File: src/rtl/cfgkey_pkg.sv
`timescale 1ns/1ps
package cfgkey_pkg;

  localparam logic [15:0] KEY_NONE = 16'hFFFF;

  typedef enum logic [1:0] {
    RD_IDLE  = 2'd0,
    RD_FETCH = 2'd1,
    RD_SHIFT = 2'd2
  } rd_state_e;

  // Length of item k in table t for a ROM with nb bytes per slot.
  function automatic int item_len(input int t, input int k, input int nb);
    if (t == 0 && k < 2) return 4;
    return (k + 3 * t) % (nb + 1);
  endfunction

  // Byte j of item k in table t.
  function automatic logic [7:0] item_byte(input int t, input int k, input int j,
                                           input logic [31:0] sig, input bit dma);
    if (t == 0 && k == 0) return (j < 4) ? sig[31 - 8 * j -: 8] : 8'h00;
    if (t == 0 && k == 1) return (j == 0) ? {6'd0, dma, 1'b1} : 8'h00;
    return 8'((128 * t + 16 * k + j + 1) % 256);
  endfunction

endpackage

File: src/rtl/cfgkey_rom.sv
`timescale 1ns/1ps
module cfgkey_rom import cfgkey_pkg::*; #(
  parameter int          NUM_ITEMS  = 8,
  parameter int          ITEM_BYTES = 8,
  parameter logic [31:0] SIGNATURE  = 32'h4346474B,
  parameter bit          HAS_DMA    = 1'b0,
  parameter int          IW         = 3,
  parameter int          LW         = 4
) (
  input  logic          clk,
  input  logic          rd_tbl,
  input  logic [IW-1:0] rd_idx,
  input  logic [LW-1:0] rd_off,
  output logic [7:0]    rom_q,
  input  logic          q_tbl,
  input  logic [IW-1:0] q_idx,
  output logic [LW-1:0] q_len
);

  localparam int DEPTH = 2 * NUM_ITEMS * ITEM_BYTES;
  localparam int NENT  = 2 * NUM_ITEMS;
  localparam int AW    = (DEPTH > 1) ? $clog2(DEPTH) : 1;
  localparam int LIW   = (NENT > 1) ? $clog2(NENT) : 1;

  logic [7:0]    mem  [DEPTH];
  logic [LW-1:0] lens [NENT];
  logic [AW-1:0] addr;
  logic [LIW-1:0] lidx;

  initial begin
    for (int t = 0; t < 2; t++) begin
      for (int k = 0; k < NUM_ITEMS; k++) begin
        lens[LIW'(t * NUM_ITEMS + k)] = LW'(item_len(t, k, ITEM_BYTES));
        for (int j = 0; j < ITEM_BYTES; j++) begin
          mem[AW'((t * NUM_ITEMS + k) * ITEM_BYTES + j)] =
            item_byte(t, k, j, SIGNATURE, HAS_DMA);
        end
      end
    end
  end

  // Clamp the byte offset: a position at the item end is never consumed.
  always_comb begin
    int o;
    o = (int'(rd_off) >= ITEM_BYTES) ? ITEM_BYTES - 1 : int'(rd_off);
    addr = AW'((int'(rd_tbl) * NUM_ITEMS + int'(rd_idx)) * ITEM_BYTES + o);
  end

  always_ff @(posedge clk) begin
    rom_q <= mem[addr];
  end

  always_comb begin
    int qi;
    qi = (int'(q_idx) < NUM_ITEMS) ? int'(q_idx) : 0;
    lidx = LIW'(int'(q_tbl) * NUM_ITEMS + qi);
  end

  assign q_len = lens[lidx];

endmodule

File: src/rtl/cfgkey_decode.sv
`timescale 1ns/1ps
module cfgkey_decode #(
  parameter bit COMBINED   = 1'b0,
  parameter int DATA_BYTES = 4,
  parameter int SZW        = 3
) (
  input  logic           busy,
  input  logic           acc_addr,
  input  logic           acc_rd,
  input  logic           acc_wr,
  input  logic [SZW-1:0] acc_size,
  input  logic [15:0]    acc_wdata,
  output logic           do_sel,
  output logic [15:0]    sel_val,
  output logic           do_read,
  output logic [SZW-1:0] rd_bytes,
  output logic           do_reject
);

  logic any_acc, rd_only, wr_only;
  logic sel_ok, rd_ok, wnop_ok;

  assign any_acc = (acc_rd | acc_wr) & ~busy;
  assign rd_only = acc_rd & ~acc_wr;
  assign wr_only = acc_wr & ~acc_rd;

  generate
    if (COMBINED) begin : g_comb
      always_comb begin
        sel_ok  = wr_only && (int'(acc_size) == 2) && !acc_addr;
        rd_ok   = rd_only && (int'(acc_size) == 1);
        wnop_ok = wr_only && ((int'(acc_size) == 1) ||
                              ((int'(acc_size) == 2) && acc_addr));
      end
    end else begin : g_split
      logic in_rng;
      always_comb begin
        in_rng  = (int'(acc_size) >= 1) && (int'(acc_size) <= DATA_BYTES);
        sel_ok  = wr_only && !acc_addr && (int'(acc_size) == 2);
        rd_ok   = rd_only && acc_addr && in_rng;
        wnop_ok = wr_only && acc_addr && in_rng;
      end
    end
  endgenerate

  assign do_sel    = any_acc & sel_ok;
  assign do_read   = any_acc & rd_ok;
  assign do_reject = any_acc & ~(sel_ok | rd_ok | wnop_ok);
  assign sel_val   = acc_wdata;
  assign rd_bytes  = acc_size;

endmodule

File: src/rtl/cfgkey_select.sv
`timescale 1ns/1ps
module cfgkey_select import cfgkey_pkg::*; #(
  parameter int NUM_ITEMS  = 8,
  parameter int ITEM_BYTES = 8,
  parameter int IW         = 3,
  parameter int LW         = 4
) (
  input  logic          clk,
  input  logic          rst,
  input  logic          do_sel,
  input  logic [15:0]   sel_val,
  output logic          q_tbl,
  output logic [IW-1:0] q_idx,
  input  logic [LW-1:0] q_len,
  output logic [15:0]   cur_sel,
  output logic          cur_tbl,
  output logic [IW-1:0] cur_idx,
  output logic [LW-1:0] cur_len
);

  logic hit;

  // Index is the low 14 key bits; bit 15 picks the table.
  assign hit   = ({2'b00, sel_val[13:0]} < 16'(NUM_ITEMS));
  assign q_tbl = sel_val[15];
  assign q_idx = sel_val[IW-1:0];

  always_ff @(posedge clk) begin
    if (rst) begin
      cur_sel <= 16'h0000;
      cur_tbl <= 1'b0;
      cur_idx <= '0;
      cur_len <= LW'(item_len(0, 0, ITEM_BYTES));
    end else if (do_sel) begin
      if (hit) begin
        cur_sel <= sel_val;
        cur_tbl <= sel_val[15];
        cur_idx <= sel_val[IW-1:0];
        cur_len <= q_len;
      end else begin
        cur_sel <= KEY_NONE;
        cur_tbl <= 1'b0;
        cur_idx <= '0;
        cur_len <= '0;
      end
    end
  end

endmodule

File: src/rtl/cfgkey_reader.sv
`timescale 1ns/1ps
module cfgkey_reader import cfgkey_pkg::*; #(
  parameter int DATA_BYTES = 4,
  parameter int SZW        = 3,
  parameter int LW         = 4
) (
  input  logic                    clk,
  input  logic                    rst,
  input  logic                    do_read,
  input  logic [SZW-1:0]          rd_bytes,
  input  logic                    sel_pulse,
  input  logic [LW-1:0]           sel_len,
  input  logic [7:0]              rom_q,
  output logic [LW-1:0]           rd_off,
  output logic                    busy,
  output logic                    rsp_valid,
  output logic [8*DATA_BYTES-1:0] rsp_data
);

  localparam int DW = 8 * DATA_BYTES;

  rd_state_e      state;
  logic [SZW-1:0] cnt;
  logic [DW-1:0]  acc;
  logic [DW-1:0]  shifted;
  logic           avail_q;

  // Earliest byte ends up most significant; past the end shift in zero.
  assign shifted = (acc << 8) | DW'(avail_q ? rom_q : 8'h00);
  assign busy    = (state != RD_IDLE);

  always_ff @(posedge clk) begin
    if (rst) begin
      state     <= RD_IDLE;
      cnt       <= '0;
      acc       <= '0;
      avail_q   <= 1'b0;
      rd_off    <= '0;
      rsp_valid <= 1'b0;
      rsp_data  <= '0;
    end else begin
      rsp_valid <= 1'b0;
      if (sel_pulse) rd_off <= '0;
      case (state)
        RD_IDLE: begin
          if (do_read) begin
            state <= RD_FETCH;
            cnt   <= rd_bytes;
            acc   <= '0;
          end
        end
        RD_FETCH: begin
          avail_q <= (rd_off < sel_len);
          state   <= RD_SHIFT;
        end
        RD_SHIFT: begin
          acc <= shifted;
          if (avail_q) rd_off <= rd_off + LW'(1);
          cnt <= cnt - SZW'(1);
          if (cnt == SZW'(1)) begin
            rsp_valid <= 1'b1;
            rsp_data  <= shifted;
            state     <= RD_IDLE;
          end else begin
            state <= RD_FETCH;
          end
        end
        default: state <= RD_IDLE;
      endcase
    end
  end

endmodule

File: src/rtl/cfgkey_port.sv
`timescale 1ns/1ps
module cfgkey_port import cfgkey_pkg::*; #(
  parameter int          NUM_ITEMS  = 8,
  parameter int          ITEM_BYTES = 8,
  parameter int          DATA_BYTES = 4,
  parameter bit          COMBINED   = 1'b0,
  parameter bit          HAS_DMA    = 1'b0,
  parameter logic [31:0] SIGNATURE  = 32'h4346474B
) (
  input  logic                          clk,
  input  logic                          rst,
  input  logic                          acc_addr,
  input  logic                          acc_rd,
  input  logic                          acc_wr,
  input  logic [$clog2(DATA_BYTES):0]   acc_size,
  input  logic [15:0]                   acc_wdata,
  output logic                          rsp_valid,
  output logic                          rsp_err,
  output logic [8*DATA_BYTES-1:0]       rsp_data,
  output logic                          busy,
  output logic [15:0]                   cur_sel
);

  localparam int SZW = $clog2(DATA_BYTES) + 1;
  localparam int DW  = 8 * DATA_BYTES;
  localparam int IW  = (NUM_ITEMS > 1) ? $clog2(NUM_ITEMS) : 1;
  localparam int LW  = $clog2(ITEM_BYTES + 1);

  logic           do_sel, do_read, do_reject;
  logic [15:0]    sel_val;
  logic [SZW-1:0] rd_bytes;
  logic           q_tbl;
  logic [IW-1:0]  q_idx;
  logic [LW-1:0]  q_len;
  logic           cur_tbl;
  logic [IW-1:0]  cur_idx;
  logic [LW-1:0]  sel_len;
  logic [LW-1:0]  rd_offset;
  logic [7:0]     rom_q;

  cfgkey_decode #(.COMBINED(COMBINED), .DATA_BYTES(DATA_BYTES), .SZW(SZW)) u_dec (
    .busy(busy), .acc_addr(acc_addr), .acc_rd(acc_rd), .acc_wr(acc_wr),
    .acc_size(acc_size), .acc_wdata(acc_wdata), .do_sel(do_sel),
    .sel_val(sel_val), .do_read(do_read), .rd_bytes(rd_bytes),
    .do_reject(do_reject)
  );

  cfgkey_select #(.NUM_ITEMS(NUM_ITEMS), .ITEM_BYTES(ITEM_BYTES), .IW(IW), .LW(LW)) u_sel (
    .clk(clk), .rst(rst), .do_sel(do_sel), .sel_val(sel_val),
    .q_tbl(q_tbl), .q_idx(q_idx), .q_len(q_len), .cur_sel(cur_sel),
    .cur_tbl(cur_tbl), .cur_idx(cur_idx), .cur_len(sel_len)
  );

  cfgkey_rom #(.NUM_ITEMS(NUM_ITEMS), .ITEM_BYTES(ITEM_BYTES), .SIGNATURE(SIGNATURE),
               .HAS_DMA(HAS_DMA), .IW(IW), .LW(LW)) u_rom (
    .clk(clk), .rd_tbl(cur_tbl), .rd_idx(cur_idx), .rd_off(rd_offset),
    .rom_q(rom_q), .q_tbl(q_tbl), .q_idx(q_idx), .q_len(q_len)
  );

  cfgkey_reader #(.DATA_BYTES(DATA_BYTES), .SZW(SZW), .LW(LW)) u_rd (
    .clk(clk), .rst(rst), .do_read(do_read), .rd_bytes(rd_bytes),
    .sel_pulse(do_sel), .sel_len(sel_len), .rom_q(rom_q), .rd_off(rd_offset),
    .busy(busy), .rsp_valid(rsp_valid), .rsp_data(rsp_data)
  );

  always_ff @(posedge clk) begin
    if (rst) rsp_err <= 1'b0;
    else     rsp_err <= do_reject;
  end

endmodule

File: config.mk
export PLATFORM = sky130hd
export DESIGN_NAME = cfgkey_port
export DESIGN_NICKNAME = d
export VERILOG_FILES = /design/src/rtl/cfgkey_pkg.sv /design/src/rtl/cfgkey_rom.sv /design/src/rtl/cfgkey_decode.sv /design/src/rtl/cfgkey_select.sv /design/src/rtl/cfgkey_reader.sv /design/src/rtl/cfgkey_port.sv
export SDC_FILE = /design/constraint.sdc
export NUM_CORES = 1
export LEC_CHECK = 0
export BUFFER_PORTS_ARGS = -buffer_cell sky130_fd_sc_hd__buf_2
export CAP_MARGIN = 25
export CORE_UTILIZATION = 31
export DETAILED_ROUTE_END_ITERATION = 10
export PLACE_DENSITY = 0.49
export SLEW_MARGIN = 20
export SYNTH_ARGS = -nofsm -noshare
export SYNTH_HDL_FRONTEND = slang
export SYNTH_SLANG_ARGS = --single-unit
File: constraint.sdc
create_clock -name clk -period 1.9 [get_ports clk]
set_input_delay 0.19 -clock clk [delete_from_list [all_inputs] [get_ports clk]]
set_output_delay 0.19 -clock clk [all_outputs]
set_load 0.01 [all_outputs]
==> reports/metrics.cfg, run 1 <==
[critical_path]
critical_path_arrival_ns=1.92
cp-end-kind=flop
crit_path_max_incr_delay_ns=0.57
cp_slowest_cell=or2_2
crit_type=reg2reg
critPathTopFamily=simple AND/OR/NAND/NOR gates
path_cells=nand2b_1 -> or2_2 -> a22oi_1 -> nor2_1
critPathLaunchType=flop
cp_max_fo=29
required_ns=2.14
crit_buf_inv=0

[logic_synthesis]
ys_ff_latch=89
syn_area_per_cell_um2=9.37
ys_warn_count=0
syn_inst=360
synth_area_mm2=0.00337
ys.flop_type=dfxtp_1
synth_cell_types=48
synth_enable_flop_cells=0
ys_async_sr_fraction_pct=0
synth-seq-area-share_pct=52.8

[place]
gp_congestion=0.778
place_area_mm2=0.00387
dp_hpwl_um=5520
dp.cells=554
numPortBuffers=70

[power_and_ir_drop]
clockPowerShare_pct=39.8
p_per_area_mw_per_mm2=828
p_int_uw=2590
share_comb_of_total_power_pct=4.3
netSwitchingFraction_pct=23.1
power_leakage_uw=0.00170
peakVddDrop_v=0.000348
p_seq_share_pct=55.9
power_switching_uw=780

[finish]
regArea_mm2=0.00178
fin_area_mm2=0.00407
fin_cells=570
drive_above_1_share_pct=26.3
diodes=0
multi_input_area_mm2=0.00143
fin_nets=463
fill_cells=1078
syn_to_final_growth_pct=20.7

[global_route]
grt_pass1_wl_um=13100
grt_pass1_vias=2652
grt_overflow=0
grt_usage_pct=14.7
antenna_found_initial=0
grt_max_degree=30

[sta]
finalCriticalPeriod_ns=1.68
rsz0062_at_grt=false
clock_skew_ns=0.0118
max_freq_ghz=0.597
worst_pin_slew_ns=0.596
finalMaxSlewViolations=0
slew_headroom_pct=60.1
finalSetupViolCount=0
hold_viol_final=0
setup-tns-final_ns=0
fin_crit_sh_pct=88.2

[status]
status=finished clean

[floorplan]
num_rows=37
io_pins=75
dieArea_mm2=0.0113
die_h_um=106
dieWidth_um=106
coreArea_mm2=0.0104
initial_core_util_pct=32.4

[route]
drcViolationCount=0
drtPass1Iterations=5
drtIter0Drc=98
avgViaCountPerCell=4.71
wl_per_cell_um=13.6
vias=2682
drt_wl_total_um=7730
ant_nets=0

[clocking]
h-tree-depth=3
clockRootBuffer=clkbuf_8
clock_latency_ns=0.35
numCtsBuffers=9
post_cts_buffers=0
tritoncts=yes
clk_pin_slew_ns=0.09
clock_path_buffers=2
clock_sinks=89
cts_hold_buf=0

[job]
maxCapViolCount=0

[min_path]
hold_class=in2reg

[through the flow]
| step | setup slack [ns] | util (%) | power [uW] | hold WS [ns] |
|---|---|---|---|---|
| 3_3_place_gp | 0.272 | 37.1 | 2070 | 0.441 |
| 6_report | 0.224 | 39.1 | 3370 | 0.0920 |
| 4_1_cts | 0.180 | 39.1 | 3410 | 0.0768 |
| 2_1_floorplan | 0.292 | - | 2010 | 0.342 |
| 5_1_grt | 0.00352 | 39.1 | 3510 | 0.0695 |
| 3_5_place_dp | 0.209 | 37.1 | 2070 | 0.446 |
[logic make-up after synthesis]
family	Yosys count	synth area share (%)
AO/OA/AOI/OAI	94	19.1
XOR/XNOR	3	0.779
adder cells (fa/ha/maj)	11	4.04
buffers and inverters	38	5.30
flip-flops	89	52.8
multiplexers	3	0.927
other	1	0.111
AND/OR/NAND/NOR	121	16.9
[worst register-to-register path, delay by kind of cell, from the launching register on]
| kind | cells | cell delay (ns) |
|---|---|---|
| flip-flops | 1 | 0.46 |
| AND/OR/NAND/NOR | 3 | 0.83 |
| AO/OA/AOI/OAI | 1 | 0.27 |
[registers in the layout (all words and copies together) (netlist names), 2 cells and up]
signal and count:
u_rd.rsp_data 28, u_rd.acc 21, u_sel.cur_sel 16, u_rom.rom_q 7
u_rd.rd_off 4, u_rd.cnt 3, u_sel.cur_idx 3, u_rd.state 2
u_sel.cur_len 2
[power by group through the flow]
stage / combinational, uW / sequential [uW] / clock, uW
6_report: 144 / 1890 / 1340
5_1_grt: 160 / 1890 / 1460
4_1_cts: 145 / 1890 / 1380
3_5_place_dp: 144 / 1930 / 0
3_3_place_gp: 144 / 1930 / 0
2_1_floorplan: 84.4 / 1930 / 0
[cell usage after synthesis, drive strengths merged, types with 6 or more instances]
cell type / instances / area [um^2]
clkbuf: 15 / 56.3
buf: 12 / 81.3
a22oi: 7 / 52.6
dfxtp: 89 / 1780
nand3: 7 / 35.0
nor3: 9 / 50.1
inv: 10 / 37.5
nor2: 17 / 63.8
ha: 10 / 125
a21oi: 42 / 210
nand2: 62 / 233
o21ai: 6 / 30.0
a22o: 21 / 184
[cells in the final DEF (no fill, tap or decap), types with 10 or more instances in the layout]
cell,netlist,final
dfxtp_1,89,89
buf_2,5,70
nand2_1,62,62
a21oi_1,42,42
a22o_1,21,21
nor2_1,17,16
inv_1,10,10
ha_1,10,10
clkbuf_8,0,10
buf_4,6,10
[cell type report]
type / count / area share, %
Tap cell: 136 / 4.18
Clock buffer: 11 / 3.47
Multi-Input combinational cell: 237 / 35.1
Inverter: 11 / 1.01
Timing Repair Buffer: 81 / 10.9
Clock inverter: 5 / 1.51
Sequential cell: 89 / 43.7
[path summary, 6_finish.rpt]
| check | startpoint | endpoint | slack [ns] | depth (start not counted) |
|---|---|---|---|---|
| hold reg to reg | u_rd.rsp_data[12] | u_rd.rsp_data[12] | 0.45 | 2 |
| setup reg to reg | u_rd.state[1] | u_rd.rsp_data[6] | 0.22 | 4 |
| setup / recovery | u_rd.state[1] | u_rd.rsp_data[6] | 0.22 | 4 |
| hold / removal | acc_wdata[14] | u_sel.cur_sel[14] | 0.09 | 2 |
[what timing repair did]
action                                  4_1_cts  5_1_grt
resized for setup                             0        1
hold endpoints to repair                      0        0
endpoints found under the setup margin        0        1
[metal layers]
| metal | track usage, % | share of wire, % | vias to the layer above |
|---|---|---|---|
| met5 | 0 | 0 | - |
| met4 | 4.17 | 0.60 | 0 |
| met3 | 4.48 | 5.2 | 6 |
| met2 | 22.8 | 45 | 65 |
| met1 | 19.6 | 49 | 1224 |
| li1 | - | - | 1387 |
No activity file was read; power rests on OpenSTA's default activity.
==> run 2, diff against run 1 <==
RECOVER_POWER = 100   (was unset)
SETUP_SLACK_MARGIN = 0.3   (was unset)
==> reports/metrics.cfg, run 2 (synthesis gave the netlist of run 1 again) <==
[sta]
fin_crit_sh_pct=90.7
clock_skew_ns=0.0135
hold_viol_final=0
worst_pin_slew_ns=0.549
rsz0062_at_grt=true
finalSetupViolCount=0
finalMaxSlewViolations=0
slew_headroom_pct=63.4
max_freq_ghz=0.581
setup-tns-final_ns=0
finalCriticalPeriod_ns=1.72

[clocking]
clock_latency_ns=0.36
clockRootBuffer=clkbuf_8
clk_pin_slew_ns=0.09
h-tree-depth=3
clock_sinks=89
post_cts_buffers=0
tritoncts=yes
numCtsBuffers=9
clock_path_buffers=2

[floorplan]
dieArea_mm2=0.0113
num_rows=37
die_h_um=106
io_pins=75
dieWidth_um=106
coreArea_mm2=0.0104
initial_core_util_pct=32.4

[place]
numPortBuffers=70
gp_congestion=0.754
dp_hpwl_um=5510

[route]
drcViolationCount=0
vias=2721
wl_per_cell_um=14.1
avgViaCountPerCell=4.77
ant_nets=0
drtPass1Iterations=4
drt_wl_total_um=8080
drtIter0Drc=89

[finish]
largest_reg_flops=28
fill_cells=1121
layout_commonest_cell=dfxtp_1
fin_nets=464
reg.largest.list=u_rd.rsp_data (28), u_rd.acc (21), u_sel.cur_sel (16)
syn_to_final_growth_pct=19.2
drive_above_1_share_pct=15.9
fin_util_pct=38.6
final_cell_mix=dfxtp_1 (88), nand2_1 (62), clkbuf_1 (50)
diodes=0
multi_input_area_mm2=0.00145
regMostFlops=u_rd.rsp_data
regArea_mm2=0.00179

[power_and_ir_drop]
peakVddDrop_v=0.000335
power_uw=3360
p_per_area_mw_per_mm2=834
power_leakage_uw=0.00148

[critical_path]
cp-end-kind=flop
critical_path_arrival_ns=1.96
cp_slowest_cell=nor4b_1
crit_type=reg2reg
required_ns=2.14
cp_max_fo=21
crit_buf_inv=1
crit_path_max_incr_delay_ns=0.43
critPathTopFamily=simple AND/OR/NAND/NOR gates
path_cells=nor4b_1 -> and4_4 -> nor3_1 -> buf_12 -> a22o_1
critPathLaunchType=flop

[min_path]
hold_class=in2reg

[job]
maxCapViolCount=0

[global_route]
antenna_found_initial=0
grt_pass1_wl_um=12600
grt_overflow=0
grt_max_degree=32
grt_usage_pct=14.2
grt_pass1_vias=2594

[status]
status=finished clean

-- run 2: changes by cell type in the layout (fill, tap and decap cells not counted), moves of 2 or more --
cell        change
buf_2          -47
buf_4           -5
clkbuf_1       +49
clkbuf_2        +3
clkinvlp_4      +2
nor2_1          -3
nor2_2          +3
-- run 2: power by group --
| part | total [uW] | leakage, uW | switching [uW] | internal [uW] |
|---|---|---|---|---|
| logic | 140 | 0.000661 | 85.9 | 54.3 |
| registers | 1880 | 0.000719 | 8.68 | 1880 |
| clock network | 1330 | 0.0000959 | 705 | 626 |
| total | 3360 | 0.00148 | 800 | 2560 |
-- run 2: cell type report --
cell class                      instances  share of cell area, %
Tap cell                              136                   4.23
Sequential cell                        89                   44.4
Timing Repair Buffer                   81                   9.24
Clock inverter                          6                   1.96
Inverter                               11                   1.03
Clock buffer                           10                   3.17
Multi-Input combinational cell        238                   36.0
-- run 2: what timing repair did --
item | 4_1_cts | 5_1_grt
gates cloned | 0 | 2
pin swaps | 1 | 2
gates resized for setup | 4 | 16
setup endpoints to repair | 45 | 73
hold buffers | 0 | 0
-- run 2: worst paths after layout --
path / cells past startpoint / slack, ns / endpoint / start
setup / recovery: 5 / 0.18 / u_rd.acc[6] / u_rd.state[0]
hold reg to reg: 2 / 0.46 / u_rd.rsp_data[8] / u_rd.rsp_data[8]
setup reg to reg: 5 / 0.18 / u_rd.acc[6] / u_rd.state[0]
hold / removal: 2 / 0.10 / u_sel.cur_sel[14] / acc_wdata[14]
-- run 2: stage by stage --
| step | instances | hold WS, ns | worst slack (ns) | instance area (um^2) |
|---|---|---|---|---|
| floorplan | 364 | 0.342 | 0.312 | 3390 |
| global placement | 553 | 0.442 | 0.276 | 3860 |
| detailed placement | 553 | 0.444 | 0.188 | 3860 |
| CTS | 569 | 0.0831 | 0.191 | 4070 |
| global route | 571 | 0.0905 | 0.128 | 4020 |
| finish | 571 | 0.102 | 0.178 | 4020 |
-- run 2: per-layer routing --
| metal | GRT usage [%] | part of all wire, % | vias to the layer above |
|---|---|---|---|
| met1 | 17.7 | 47 | 1271 |
| li1 | - | - | 1387 |
| met3 | 3.92 | 4.4 | 7 |
| met2 | 23.3 | 47 | 56 |
| met5 | 0 | 0 | - |
| met4 | 4.86 | 1.0 | 0 |
